===== config.mk =====
export PLATFORM = sky130hd
export DESIGN_NAME = instr_ctrl_decoder
export DESIGN_NICKNAME = d
export VERILOG_FILES = /design/src/rtl/icd_pkg.sv /design/src/rtl/icd_group_match.sv /design/src/rtl/icd_alu_sel.sv /design/src/rtl/icd_ctrl_gen.sv /design/src/rtl/instr_ctrl_decoder.sv
export SDC_FILE = /design/constraint.sdc
export NUM_CORES = 1
export LEC_CHECK = 0
export BUFFER_PORTS_ARGS = -buffer_cell sky130_fd_sc_hd__buf_2
export CAP_MARGIN = 20
export CELL_PAD_IN_SITES_DETAIL_PLACEMENT = 1
export CELL_PAD_IN_SITES_GLOBAL_PLACEMENT = 2
export CORE_UTILIZATION = 24
export DETAILED_ROUTE_END_ITERATION = 10
export PLACE_DENSITY_LB_ADDON = 0.25
export SLEW_MARGIN = 20
export SYNTH_ARGS = -nofsm -noshare
export SYNTH_HDL_FRONTEND = slang
export SYNTH_SLANG_ARGS = --single-unit

===== constraint.sdc =====
create_clock -name vclk -period 3.2
set_clock_uncertainty 0.2 [all_clocks]
set_input_delay 0.96 -clock vclk [all_inputs]
set_output_delay 0.96 -clock vclk [all_outputs]
set_load 0.01 [all_outputs]

===== src/rtl/icd_pkg.sv =====
package icd_pkg;

   localparam int unsigned N_GRP     = 7;
   localparam int unsigned GRP_BITS  = 7;

   // group indices
   localparam int unsigned G_RALU = 0;
   localparam int unsigned G_IALU = 1;
   localparam int unsigned G_LOAD = 2;
   localparam int unsigned G_STOR = 3;
   localparam int unsigned G_BRAN = 4;
   localparam int unsigned G_JUMP = 5;
   localparam int unsigned G_UPPR = 6;

   typedef enum logic [3:0] {
      ALU_ADD   = 4'd0,
      ALU_SUB   = 4'd1,
      ALU_SLL   = 4'd2,
      ALU_SLT   = 4'd3,
      ALU_SLTU  = 4'd4,
      ALU_XOR   = 4'd5,
      ALU_SRL   = 4'd6,
      ALU_SRA   = 4'd7,
      ALU_OR    = 4'd8,
      ALU_AND   = 4'd9,
      ALU_PASSB = 4'd10
   } alu_code_e;

   typedef enum logic [2:0] {
      IMM_I = 3'd0,
      IMM_S = 3'd1,
      IMM_B = 3'd2,
      IMM_U = 3'd3,
      IMM_J = 3'd4
   } imm_form_e;

   // compare value per group after masking
   function automatic logic [GRP_BITS-1:0] grp_value(input int unsigned idx);
      case (idx)
         G_RALU:  return 7'h33;
         G_IALU:  return 7'h13;
         G_LOAD:  return 7'h03;
         G_STOR:  return 7'h23;
         G_BRAN:  return 7'h63;
         G_JUMP:  return 7'h67;  // bit 3 ignored: 0x67 and 0x6F
         default: return 7'h17;  // bit 5 ignored: 0x17 and 0x37
      endcase
   endfunction

   // bits that take part in the compare
   function automatic logic [GRP_BITS-1:0] grp_mask(input int unsigned idx);
      case (idx)
         G_JUMP:  return 7'h77;
         G_UPPR:  return 7'h5F;
         default: return 7'h7F;
      endcase
   endfunction

endpackage


===== src/rtl/icd_group_match.sv =====
module icd_group_match
   import icd_pkg::*;
#(
   parameter int unsigned OPC_W = 7,
   parameter int unsigned NG    = N_GRP
) (
   input  logic [OPC_W-1:0] opc,
   output logic [NG-1:0]    hit
);

   if (OPC_W != GRP_BITS) begin : g_bad_opc_w
      $error("icd_group_match: OPC_W must equal %0d", GRP_BITS);
   end
   if (NG != N_GRP) begin : g_bad_ng
      $error("icd_group_match: NG must equal %0d", N_GRP);
   end

   for (genvar g = 0; g < NG; g++) begin : g_cmp
      localparam logic [OPC_W-1:0] CMP_VAL = OPC_W'(grp_value(g));
      localparam logic [OPC_W-1:0] CMP_MSK = OPC_W'(grp_mask(g));
      assign hit[g] = ((opc & CMP_MSK) == CMP_VAL);
   end

   // the comparators never claim one opcode for two groups
   always_comb begin
      a_r2_group_exclusive: assert ($onehot0(hit))
         else $error("opcode matched more than one group");
   end

endmodule


===== src/rtl/icd_alu_sel.sv =====
module icd_alu_sel
   import icd_pkg::*;
#(
   parameter int unsigned F3_W  = 3,
   parameter int unsigned ALU_W = 4,
   parameter int unsigned NG    = N_GRP
) (
   input  logic [NG-1:0]    hit,
   input  logic [F3_W-1:0]  f3,
   input  logic             alt,
   input  logic             upper_is_lui,
   output logic [ALU_W-1:0] op
);

   localparam int unsigned CODE_W = $bits(alu_code_e);

   if (F3_W != 3) begin : g_bad_f3_w
      $error("icd_alu_sel: F3_W must be 3");
   end
   if (ALU_W < CODE_W) begin : g_bad_alu_w
      $error("icd_alu_sel: ALU_W must be at least %0d", CODE_W);
   end

   alu_code_e arith_code;
   alu_code_e cmp_code;
   alu_code_e code;
   logic      use_alt;

   // bit 30 applies to add/sub only for register ops, to shifts for both
   always_comb begin
      use_alt = alt & (hit[G_RALU] | (f3 == 3'd5));
      case (f3)
         3'd0:    arith_code = use_alt ? ALU_SUB : ALU_ADD;
         3'd1:    arith_code = ALU_SLL;
         3'd2:    arith_code = ALU_SLT;
         3'd3:    arith_code = ALU_SLTU;
         3'd4:    arith_code = ALU_XOR;
         3'd5:    arith_code = use_alt ? ALU_SRA : ALU_SRL;
         3'd6:    arith_code = ALU_OR;
         default: arith_code = ALU_AND;
      endcase
   end

   always_comb begin
      case (f3[2:1])
         2'b10:   cmp_code = ALU_SLT;
         2'b11:   cmp_code = ALU_SLTU;
         default: cmp_code = ALU_SUB;
      endcase
   end

   always_comb begin
      code = ALU_ADD;
      if (hit[G_RALU] | hit[G_IALU]) code = arith_code;
      else if (hit[G_BRAN])          code = cmp_code;
      else if (hit[G_UPPR] & upper_is_lui) code = ALU_PASSB;
   end

   assign op = ALU_W'(code);

   // a branch never asks for an arithmetic or logic op
   always_comb begin
      if (hit[G_BRAN]) begin
         a_r7_branch_compare: assert (code == ALU_SUB || code == ALU_SLT || code == ALU_SLTU)
            else $error("branch decoded to non-compare op");
      end
   end

endmodule


===== src/rtl/icd_ctrl_gen.sv =====
module icd_ctrl_gen
   import icd_pkg::*;
#(
   parameter int unsigned F3_W      = 3,
   parameter int unsigned IMM_W     = 3,
   parameter int unsigned NG        = N_GRP,
   parameter bit          STRICT_F3 = 1'b1
) (
   input  logic [NG-1:0]    hit,
   input  logic [F3_W-1:0]  f3,
   input  logic             jump_is_direct,
   input  logic             upper_is_lui,
   output logic             legal,
   output logic             reg_wr,
   output logic             a_pc,
   output logic             b_imm,
   output logic             mem_rd,
   output logic             mem_wr,
   output logic             wb_mem,
   output logic             br,
   output logic             jmp_pc,
   output logic             jmp_reg,
   output logic [IMM_W-1:0] imm
);

   if (IMM_W < $bits(imm_form_e)) begin : g_bad_imm_w
      $error("icd_ctrl_gen: IMM_W too narrow");
   end

   logic       f3_ok;
   logic       any_hit;
   imm_form_e  form;

   if (STRICT_F3) begin : g_strict
      always_comb begin
         f3_ok = 1'b1;
         if (hit[G_LOAD] && f3 == 3'd7)                     f3_ok = 1'b0;
         if (hit[G_STOR] && f3[2])                          f3_ok = 1'b0;
         if (hit[G_BRAN] && f3[2:1] == 2'b01)               f3_ok = 1'b0;
         if (hit[G_JUMP] && !jump_is_direct && f3 != 3'd0)  f3_ok = 1'b0;
      end
   end else begin : g_lax
      assign f3_ok = 1'b1;
      logic unused_f3;
      assign unused_f3 = ^f3;
   end

   assign any_hit = |hit;
   assign legal   = any_hit & f3_ok;

   always_comb begin
      form = IMM_I;
      if (hit[G_STOR])                         form = IMM_S;
      if (hit[G_BRAN])                         form = IMM_B;
      if (hit[G_UPPR])                         form = IMM_U;
      if (hit[G_JUMP] && jump_is_direct)       form = IMM_J;
   end

   logic upper_pc;
   assign upper_pc = hit[G_UPPR] & ~upper_is_lui;

   always_comb begin
      reg_wr  = legal & (hit[G_RALU] | hit[G_IALU] | hit[G_LOAD] | hit[G_JUMP] | hit[G_UPPR]);
      b_imm   = legal & ~(hit[G_RALU] | hit[G_BRAN]);
      a_pc    = legal & ((hit[G_JUMP] & jump_is_direct) | upper_pc);
      mem_rd  = legal & hit[G_LOAD];
      wb_mem  = legal & hit[G_LOAD];
      mem_wr  = legal & hit[G_STOR];
      br      = legal & hit[G_BRAN];
      jmp_pc  = legal & hit[G_JUMP] & jump_is_direct;
      jmp_reg = legal & hit[G_JUMP] & ~jump_is_direct;
      imm     = legal ? IMM_W'(form) : '0;
   end

   // a rejected word may not change architectural state
   always_comb begin
      if (!legal) begin
         a_r10_no_side_effect: assert (!reg_wr && !mem_wr && !mem_rd && !br && !jmp_pc && !jmp_reg)
            else $error("rejected instruction drives a write or redirect");
      end
   end

   // no instruction writes both memory and register file
   always_comb begin
      a_r6_single_writer: assert (!(mem_wr && reg_wr))
         else $error("memory and register write together");
   end

endmodule


===== src/rtl/instr_ctrl_decoder.sv =====
module instr_ctrl_decoder
   import icd_pkg::*;
#(
   parameter int unsigned OPC_W     = 7,
   parameter int unsigned F3_W      = 3,
   parameter int unsigned ALU_W     = 4,
   parameter int unsigned IMM_W     = 3,
   parameter bit          STRICT_F3 = 1'b1
) (
   input  logic [OPC_W-1:0] opcode,
   input  logic [F3_W-1:0]  funct3,
   input  logic             bit30,
   output logic [ALU_W-1:0] alu_op,
   output logic             reg_wr,
   output logic             src_a_pc,
   output logic             src_b_imm,
   output logic             mem_rd,
   output logic             mem_wr,
   output logic             wb_from_mem,
   output logic             branch,
   output logic             jump_pc,
   output logic             jump_reg,
   output logic [IMM_W-1:0] imm_sel,
   output logic             illegal
);

   localparam int unsigned JUMP_BIT  = 3;
   localparam int unsigned UPPER_BIT = 5;

   if (OPC_W <= UPPER_BIT) begin : g_bad_opc
      $error("instr_ctrl_decoder: OPC_W too narrow");
   end

   logic [N_GRP-1:0] grp_hit;
   logic [ALU_W-1:0] alu_raw;
   logic             legal;

   icd_group_match #(
      .OPC_W (OPC_W),
      .NG    (N_GRP)
   ) u_match (
      .opc (opcode),
      .hit (grp_hit)
   );

   icd_alu_sel #(
      .F3_W  (F3_W),
      .ALU_W (ALU_W),
      .NG    (N_GRP)
   ) u_alu (
      .hit          (grp_hit),
      .f3           (funct3),
      .alt          (bit30),
      .upper_is_lui (opcode[UPPER_BIT]),
      .op           (alu_raw)
   );

   icd_ctrl_gen #(
      .F3_W      (F3_W),
      .IMM_W     (IMM_W),
      .NG        (N_GRP),
      .STRICT_F3 (STRICT_F3)
   ) u_ctrl (
      .hit            (grp_hit),
      .f3             (funct3),
      .jump_is_direct (opcode[JUMP_BIT]),
      .upper_is_lui   (opcode[UPPER_BIT]),
      .legal          (legal),
      .reg_wr         (reg_wr),
      .a_pc           (src_a_pc),
      .b_imm          (src_b_imm),
      .mem_rd         (mem_rd),
      .mem_wr         (mem_wr),
      .wb_mem         (wb_from_mem),
      .br             (branch),
      .jmp_pc         (jump_pc),
      .jmp_reg        (jump_reg),
      .imm            (imm_sel)
   );

   assign illegal = ~legal;
   assign alu_op  = legal ? alu_raw : '0;

   // a memory read always returns its data to the register file
   always_comb begin
      if (mem_rd) begin
         a_r5_load_writeback: assert (wb_from_mem && reg_wr && !mem_wr)
            else $error("load without register write-back");
      end
   end

   // jumps always link and never coincide with a branch
   always_comb begin
      if (jump_pc || jump_reg) begin
         a_r8_jump_links: assert (reg_wr && !branch && !(jump_pc && jump_reg))
            else $error("jump decode inconsistent");
      end
   end

   // a conditional branch never writes the register file
   always_comb begin
      if (branch) begin
         a_r7_branch_no_write: assert (!reg_wr && !mem_wr)
            else $error("branch with a write enable");
      end
   end

endmodule


==> reports/results.ini, run 1 <==
[run_status]
status=finished with violations
violations=setup timing

[synthesis]
synth_simple_gate_area_share_pct=49.40
synth-compound-area-share_pct=33.65
yosysUniqueCellTypes=40
synth_top_family_by_area=simple AND/OR/NAND/NOR gates
avgSynthCellArea_um2=7.085
syn_area_um2=524.3
synth_top_cell_area_share_pct=7.160
synth_cells=74
synth.net_count=85
synth_xor_area_share_pct=1.671
synth_top_area_cell=nor2_1
yosysSeqAreaShare_pct=0
synth_area_leaders=nor2_1, a21oi_1, nor3_1, o2111ai_4, nand2b_1
synth_fa_ha_area_share_pct=0
yosys_warnings=0
synth_mux_area_share_pct=3.819

[die]
dieArea_mm2=0.002375
initial_core_util_pct=26.19
die_x_um=48.74
core_mm2=0.002002
dieHeight_um=48.74
rows=16
io_pins=28

[timing]
fin_crit_sh_pct=100.0
finalMaxSlewViolations=0
setup_viol_count_final=1
fmax_mhz=312.4
finalSetupTns_ns=-0.001275
relSlewSlack_pct=80.87
post-route-min-period_ns=3.201
worst_hold_slack_ns=2.040
worstMarginPinSlew_ns=0.2856
rsz0062_at_grt=yes
finalWorstSetupSlack_ns=-0.001275
finalHoldViolations=0

[worst_setup_path]
startpoint=funct3[0]
path_cells=buf_8 -> o21a_4 -> o2111ai_4 -> nand4_4 -> nor4_2 -> buf_2
start_kind=input port
crit_type=in2out
critPathBufInv=2
crit_slowest_cell=nor4_2
cp.required_ns=2.04
crit_fanout=5
critPathCapture=imm_sel[0]
cp.depth=6
cp_top_family=compound AO/OA/AOI/OAI gates
critPathArrivalTime_ns=2.04
cpPeakStageDelay_ns=0.23
end_kind=primary output

[detailed_routing]
drt_iter0_drc=0
firstDrtPassIters=1
via_per_inst=4.930
drt-total-wl_mm=1.924
ant_nets=0
wl_per_cell_um=13.55
num_vias=700
drc=0

[power_and_ir_drop]
worst_ir_drop_vdd_uv=48.50
leakagePower_nw=0.4217
powerDensity_mw_per_mm2=104.1

[cells_and_area]
antennaDiodeCount=0
final_nets=128
seq_cell_count=0
areaGrowthSynthToFinish_pct=71.36
fin_util_pct=44.88
stdcell_area_um2=898.4
clock_buffers=0
drive_gt1_share_pct=57.39
seqCellArea_um2=0

[global_route]
antenna_found_initial=0
grt_max_degree=10
grt_pass1_wl_mm=3.070
grt-ovfl-total=0
grt_pass1_vias=674
grt_util_all_layers_pct=15.75

[min_path]
hp-class=in2out
min_path_cells=3

[placement]
port_buffers=28
gp_congestion=0.8050
hpwl_mm=1.534
placed_area_um2=787.0

[job]
drv_cap=0

[clocking]
cts_hold_buf=0

## layout by cell type (no fill, tap or decap), types with 2 or more instances in the layout
cell type	Yosys	final
a211oi_1	2	2
buf_2	3	21
nor3_1	6	6
buf_4	2	20
buf_6	2	7
mux2i_1	2	2
nand2_1	5	3
nor2_1	10	9
a21oi_1	6	6
nand2_2	0	2
o21ai_0	3	3
nand2b_1	4	3
## layout make-up
type	instances	area, µm²
fill	268	1104
inverter	1	3.754
multi-input combinational	65	511.7
tap	27	33.78
timing repair buffer	49	349.1
## report_power, final
part / internal (mW) / switching [mW]
Clock: 0 / 0
Sequential: 0 / 0
Combinational: 0.0472 / 0.0464
## how the worst min path moves through the flow
stage | startpoint | to | slack, ns
finish | opcode[5] | src_b_imm | 2.04
global route | opcode[5] | src_b_imm | 2.06
CTS | opcode[6] | mem_wr | 2.09
detailed placement | opcode[6] | mem_wr | 2.09
global placement | opcode[6] | mem_wr | 2.10
floorplan | opcode[3] | reg_wr | 1.90
## cells in the mapped netlist, drive strengths merged
cell type / number
nor2: 10
a21oi: 7
buf: 7
nor3: 6
nand2: 5
nand2b: 4
o21ai: 4
a211oi: 3
and2b: 2
mux2i: 2
nor4: 2
a22oi: 1
a2bb2oi: 1
a31oi: 1
and3b: 1
and4bb: 1
clkbuf: 1
inv: 1
nand3: 1
nand3b: 1
nand4: 1
nand4b: 1
nand4bb: 1
nor2b: 1
nor3b: 1
nor4b: 1
o2111ai: 1
o211a: 1
o211ai: 1
o21a: 1
o2bb2ai: 1
or2: 1
xor2: 1
## per-layer routing
metal	vias up	track usage, %	share of wire (%)
met5	-	0	0
li1	358	-	-
met3	0	0.6289	2.8
met1	328	20.79	45
met2	14	29.63	52
met4	0	0	0
## worst min-delay path, cell delays in order
cell,delay [ns]
buf_6,0.11
a31oi_4,0.08
buf_2,0.13
## logic make-up (layout without fill, tap and decap cells)
family,count (synthesis),count (layout)
and+or+nand+nor,40,40
AOI/OAI and AO/OA,22,22
buffers and inverters,9,50
muxes,2,2
xor gates and xnor gates,1,1
## what timing repair did
action                                  CTS  global route
endpoints found under the hold margin     0             0
pin swaps                                 1            10
buffers inserted                          0             3
endpoints found under the setup margin    3            11
gates resized for setup                   2            27
cloned                                    0             0
## per-stage QoR
step	cells	setup slack [ns]	power, mW
final	142	-0.001275	0.09356
after global routing	142	-0.06693	0.1021
after CTS	140	-0.03114	0.07992
after detailed placement	140	-0.02411	0.07903
after global placement	140	-0.007395	0.07754
after floorplan	74	0.04670	0.04599
Note: power is estimated with default switching activity, not from simulation.
==> run 2, diff against run 1 <==
--- a/config.mk
+++ b/config.mk
@@ -12,6 +12,7 @@
 export CORE_UTILIZATION = 24
 export DETAILED_ROUTE_END_ITERATION = 10
 export PLACE_DENSITY_LB_ADDON = 0.25
+export RECOVER_POWER = 50
 export SLEW_MARGIN = 20
 export SYNTH_ARGS = -nofsm -noshare
 export SYNTH_HDL_FRONTEND = slang
==> reports/results.ini, run 2 (synthesized netlist as in run 1, its figures left out) <==
[detailed_routing]
wl_per_cell_um=13.59
drc=0
num_vias=698
via_per_inst=4.915
drt-total-wl_mm=1.930
ant_nets=0
firstDrtPassIters=1
drt_iter0_drc=0

[timing]
worstMarginPinSlew_ns=0.2830
finalHoldViolations=0
fin_crit_sh_pct=100.0
post-route-min-period_ns=3.201
finalMaxSlewViolations=0
setup_viol_count_final=1
finalWorstSetupSlack_ns=-0.001433
rsz0062_at_grt=yes
worst_hold_slack_ns=2.040
finalSetupTns_ns=-0.001433
relSlewSlack_pct=80.96
fmax_mhz=312.4

[cells_and_area]
most-common-layout-cells=buf_4, buf_2, nor2_1
antennaDiodeCount=0
seqCellArea_um2=0
layout_commonest_cell=buf_4
clock_buffers=0
areaGrowthSynthToFinish_pct=70.17
stdcell_area_um2=892.1
final_nets=128
drive_gt1_share_pct=53.04
seq_cell_count=0

[worst_setup_path]
cp.required_ns=2.04
critPathBufInv=2
start_kind=input port
crit_fanout=5
cpPeakStageDelay_ns=0.23
cp_top_family=compound AO/OA/AOI/OAI gates
path_cells=buf_8 -> o21a_4 -> o2111ai_4 -> nand4_4 -> nor4_2 -> buf_2
end_kind=primary output
critPathArrivalTime_ns=2.04
crit_slowest_cell=nor4_2
crit_type=in2out

[die]
die_x_um=48.74
io_pins=28
initial_core_util_pct=26.19
rows=16
core_mm2=0.002002
dieArea_mm2=0.002375
dieHeight_um=48.74

[power_and_ir_drop]
worst_ir_drop_vdd_uv=48.50
leakagePower_nw=0.3998
powerDensity_mw_per_mm2=104.9

[global_route]
antenna_found_initial=0
grt_max_degree=10
grt_util_all_layers_pct=15.75
grt_pass1_vias=674
grt_pass1_wl_mm=3.070
grt-ovfl-total=0

[run_status]
violations=setup timing
status=finished with violations

[placement]
hpwl_mm=1.534
placed_area_um2=787.0
port_buffers=28
gp_congestion=0.8050

[min_path]
hp-class=in2out

[job]
drv_cap=0

-- run 2: where the power goes --
group,internal [mW],switching [mW]
Combinational,0.0471,0.0465
Clock,0,0
Sequential,0,0
-- run 2: routing by layer --
| metal | up-vias | track usage (%) | part of all wire, % |
|---|---|---|---|
| met5 | - | 0 | 0 |
| met4 | 0 | 0 | 0 |
| met3 | 0 | 0.6289 | 2.9 |
| met2 | 14 | 29.63 | 52 |
| met1 | 326 | 20.79 | 45 |
| li1 | 358 | - | - |
-- run 2: final cells by class --
cell class	instances	area [µm²]
inverters	1	3.754
well taps	27	33.78
multi-input cells	65	511.7
repair buffers	49	342.8
fillers	269	1110
-- run 2: repair_timing --
| action | CTS | global route |
|---|---|---|
| endpoints found under the setup margin | 3 | 11 |
| gates resized for setup | 2 | 27 |
| pin swaps | 1 | 10 |
| hold buffers | 0 | 0 |
| buffers inserted | 0 | 3 |
-- run 2: path summary, 6_finish.rpt --
check / from / endpoint / slack [ns] / depth (start not counted)
worst max-delay path: funct3[0] / imm_sel[0] / -0.001 / 6
worst min-delay path: opcode[5] / src_b_imm / 2.04 / 3
-- run 2: per-stage QoR --
step | worst slack [ns] | utilization, % | instances | total power, mW
6_report | -0.001433 | 44.56 | 142 | 0.09354
5_1_grt | -0.06693 | 44.56 | 142 | 0.1020
4_1_cts | -0.03114 | 39.56 | 140 | 0.07992
3_5_place_dp | -0.02411 | 39.31 | 140 | 0.07903
3_3_place_gp | -0.007395 | 39.31 | 140 | 0.07754
2_1_floorplan | 0.04670 | - | 74 | 0.04599
==> run 3, diff against run 2 <==
--- a/config.mk
+++ b/config.mk
@@ -11,7 +11,7 @@
 export CELL_PAD_IN_SITES_GLOBAL_PLACEMENT = 2
 export CORE_UTILIZATION = 24
 export DETAILED_ROUTE_END_ITERATION = 10
-export PLACE_DENSITY_LB_ADDON = 0.25
+export PLACE_DENSITY_LB_ADDON = 0.1
 export RECOVER_POWER = 50
 export SLEW_MARGIN = 20
 export SYNTH_ARGS = -nofsm -noshare
==> reports/results.ini, run 3 (synthesized netlist as in run 1, its figures left out) <==
[worst_setup_path]
cp.required_ns=2.04
critPathArrivalTime_ns=2.10
cpPeakStageDelay_ns=0.22
crit_slowest_cell=o2111ai_4
critPathBufInv=3
crit_type=in2out
cp.depth=7
cp_top_family=compound AO/OA/AOI/OAI gates
path_cells=buf_8 -> o21a_4 -> o2111ai_4 -> nand4_4 -> buf_4 -> a31oi_1 -> buf_2
crit_fanout=3
start_kind=input port
end_kind=primary output

[job]
drv_cap=0

[global_route]
grt_pass1_vias=688
antenna_found_initial=0
grt_max_degree=13
grt-ovfl-total=0
grt_pass1_wl_mm=3.180
grt_util_all_layers_pct=16.27

[die]
die_x_um=48.74
dieHeight_um=48.74
rows=16
initial_core_util_pct=26.19
dieArea_mm2=0.002375
core_mm2=0.002002
io_pins=28

[detailed_routing]
drt_iter0_drc=12
via_per_inst=4.953
drt-total-wl_mm=2.170
firstDrtPassIters=4
wl_per_cell_um=14.56
num_vias=738
ant_nets=0
drc=0

[timing]
finalMaxSlewViolations=0
fmax_mhz=306.7
finalWorstSetupSlack_ns=-0.06055
post-route-min-period_ns=3.261
setup_viol_count_final=5
rsz0062_at_grt=yes
fin_crit_sh_pct=101.9
worst_hold_slack_ns=2.113
relSlewSlack_pct=78.94
finalHoldViolations=0
worstMarginPinSlew_ns=0.3145

[power_and_ir_drop]
comb_power_share_pct=100.0
seqPwrFrac_pct=0
clkPwrFrac_pct=0
leakagePower_nw=0.4544
swShare_pct=47.48
power_switching_mw=0.04726
total_power_mw=0.09953
worst_ir_drop_vdd_uv=38.33
powerDensity_mw_per_mm2=105.5
p_int_mw=0.05227

[cells_and_area]
antennaDiodeCount=0
layout_commonest_cell=buf_4
clock_buffers=0
areaGrowthSynthToFinish_pct=79.95
seqCellArea_um2=0
most-common-layout-cells=buf_4, buf_2, nor2_1
seq_cell_count=0
drive_gt1_share_pct=57.38
stdcell_area_um2=943.4
final_nets=135

[placement]
placed_area_um2=794.5
port_buffers=28
gp_congestion=0.7685
hpwl_mm=1.558

[run_status]
status=finished with violations
violations=setup timing

[min_path]
min_path_cells=4
hp-class=in2out

[clocking]
cts_hold_buf=0

## run 3: cell count changes in the layout (fill, tap and decap cells not counted), moves of 3 or more
cell / before / now
buf_2: 16 / 21
buf_4: 20 / 27
buf_6: 7 / 4
clkbuf_1: 5 / 1
## run 3: path summary, 6_finish.rpt
| check | from | end |
|---|---|---|
| worst max-delay path | funct3[2] | src_b_imm |
| worst min-delay path | opcode[2] | imm_sel[2] |
## run 3: final cells by class
type	instances	area, µm²
Tap cell	27	33.78
Timing Repair Buffer	56	416.7
Inverter	1	3.754
Multi-Input combinational cell	65	489.2
Fill cell	262	1059
## run 3: stage by stage
stage / utilization, % / worst slack, ns / cells / TNS, ns
floorplan: - / 0.04670 / 74 / 0
global placement: 39.69 / -0.05481 / 141 / -0.07623
detailed placement: 39.69 / -0.08247 / 141 / -0.2963
CTS: 40.06 / -0.03813 / 141 / -0.07154
global route: 47.13 / -0.1221 / 149 / -0.7049
finish: 47.13 / -0.06055 / 149 / -0.1903
## run 3: repair_timing
item,4_1_cts,5_1_grt
pin swaps,0,9
endpoints found under the setup margin,8,11
setup buffers,0,7
resized for setup,3,21
cloned,0,1
## run 3: metal layers
layer,routed length [µm],vias to the layer above,GRT usage [%]
met5,0,-,0
met4,0,0,0
met3,51,0,0.6289
met2,1140,13,30.32
met1,978,354,21.72
li1,-,371,-
## run 3: power groups by stage
stage | clock network, mW | logic, mW | registers, mW
floorplan | 0 | 0.0460 | 0
global placement | 0 | 0.0791 | 0
detailed placement | 0 | 0.0807 | 0
CTS | 0 | 0.0821 | 0
global route | 0 | 0.108 | 0
finish | 0 | 0.0995 | 0
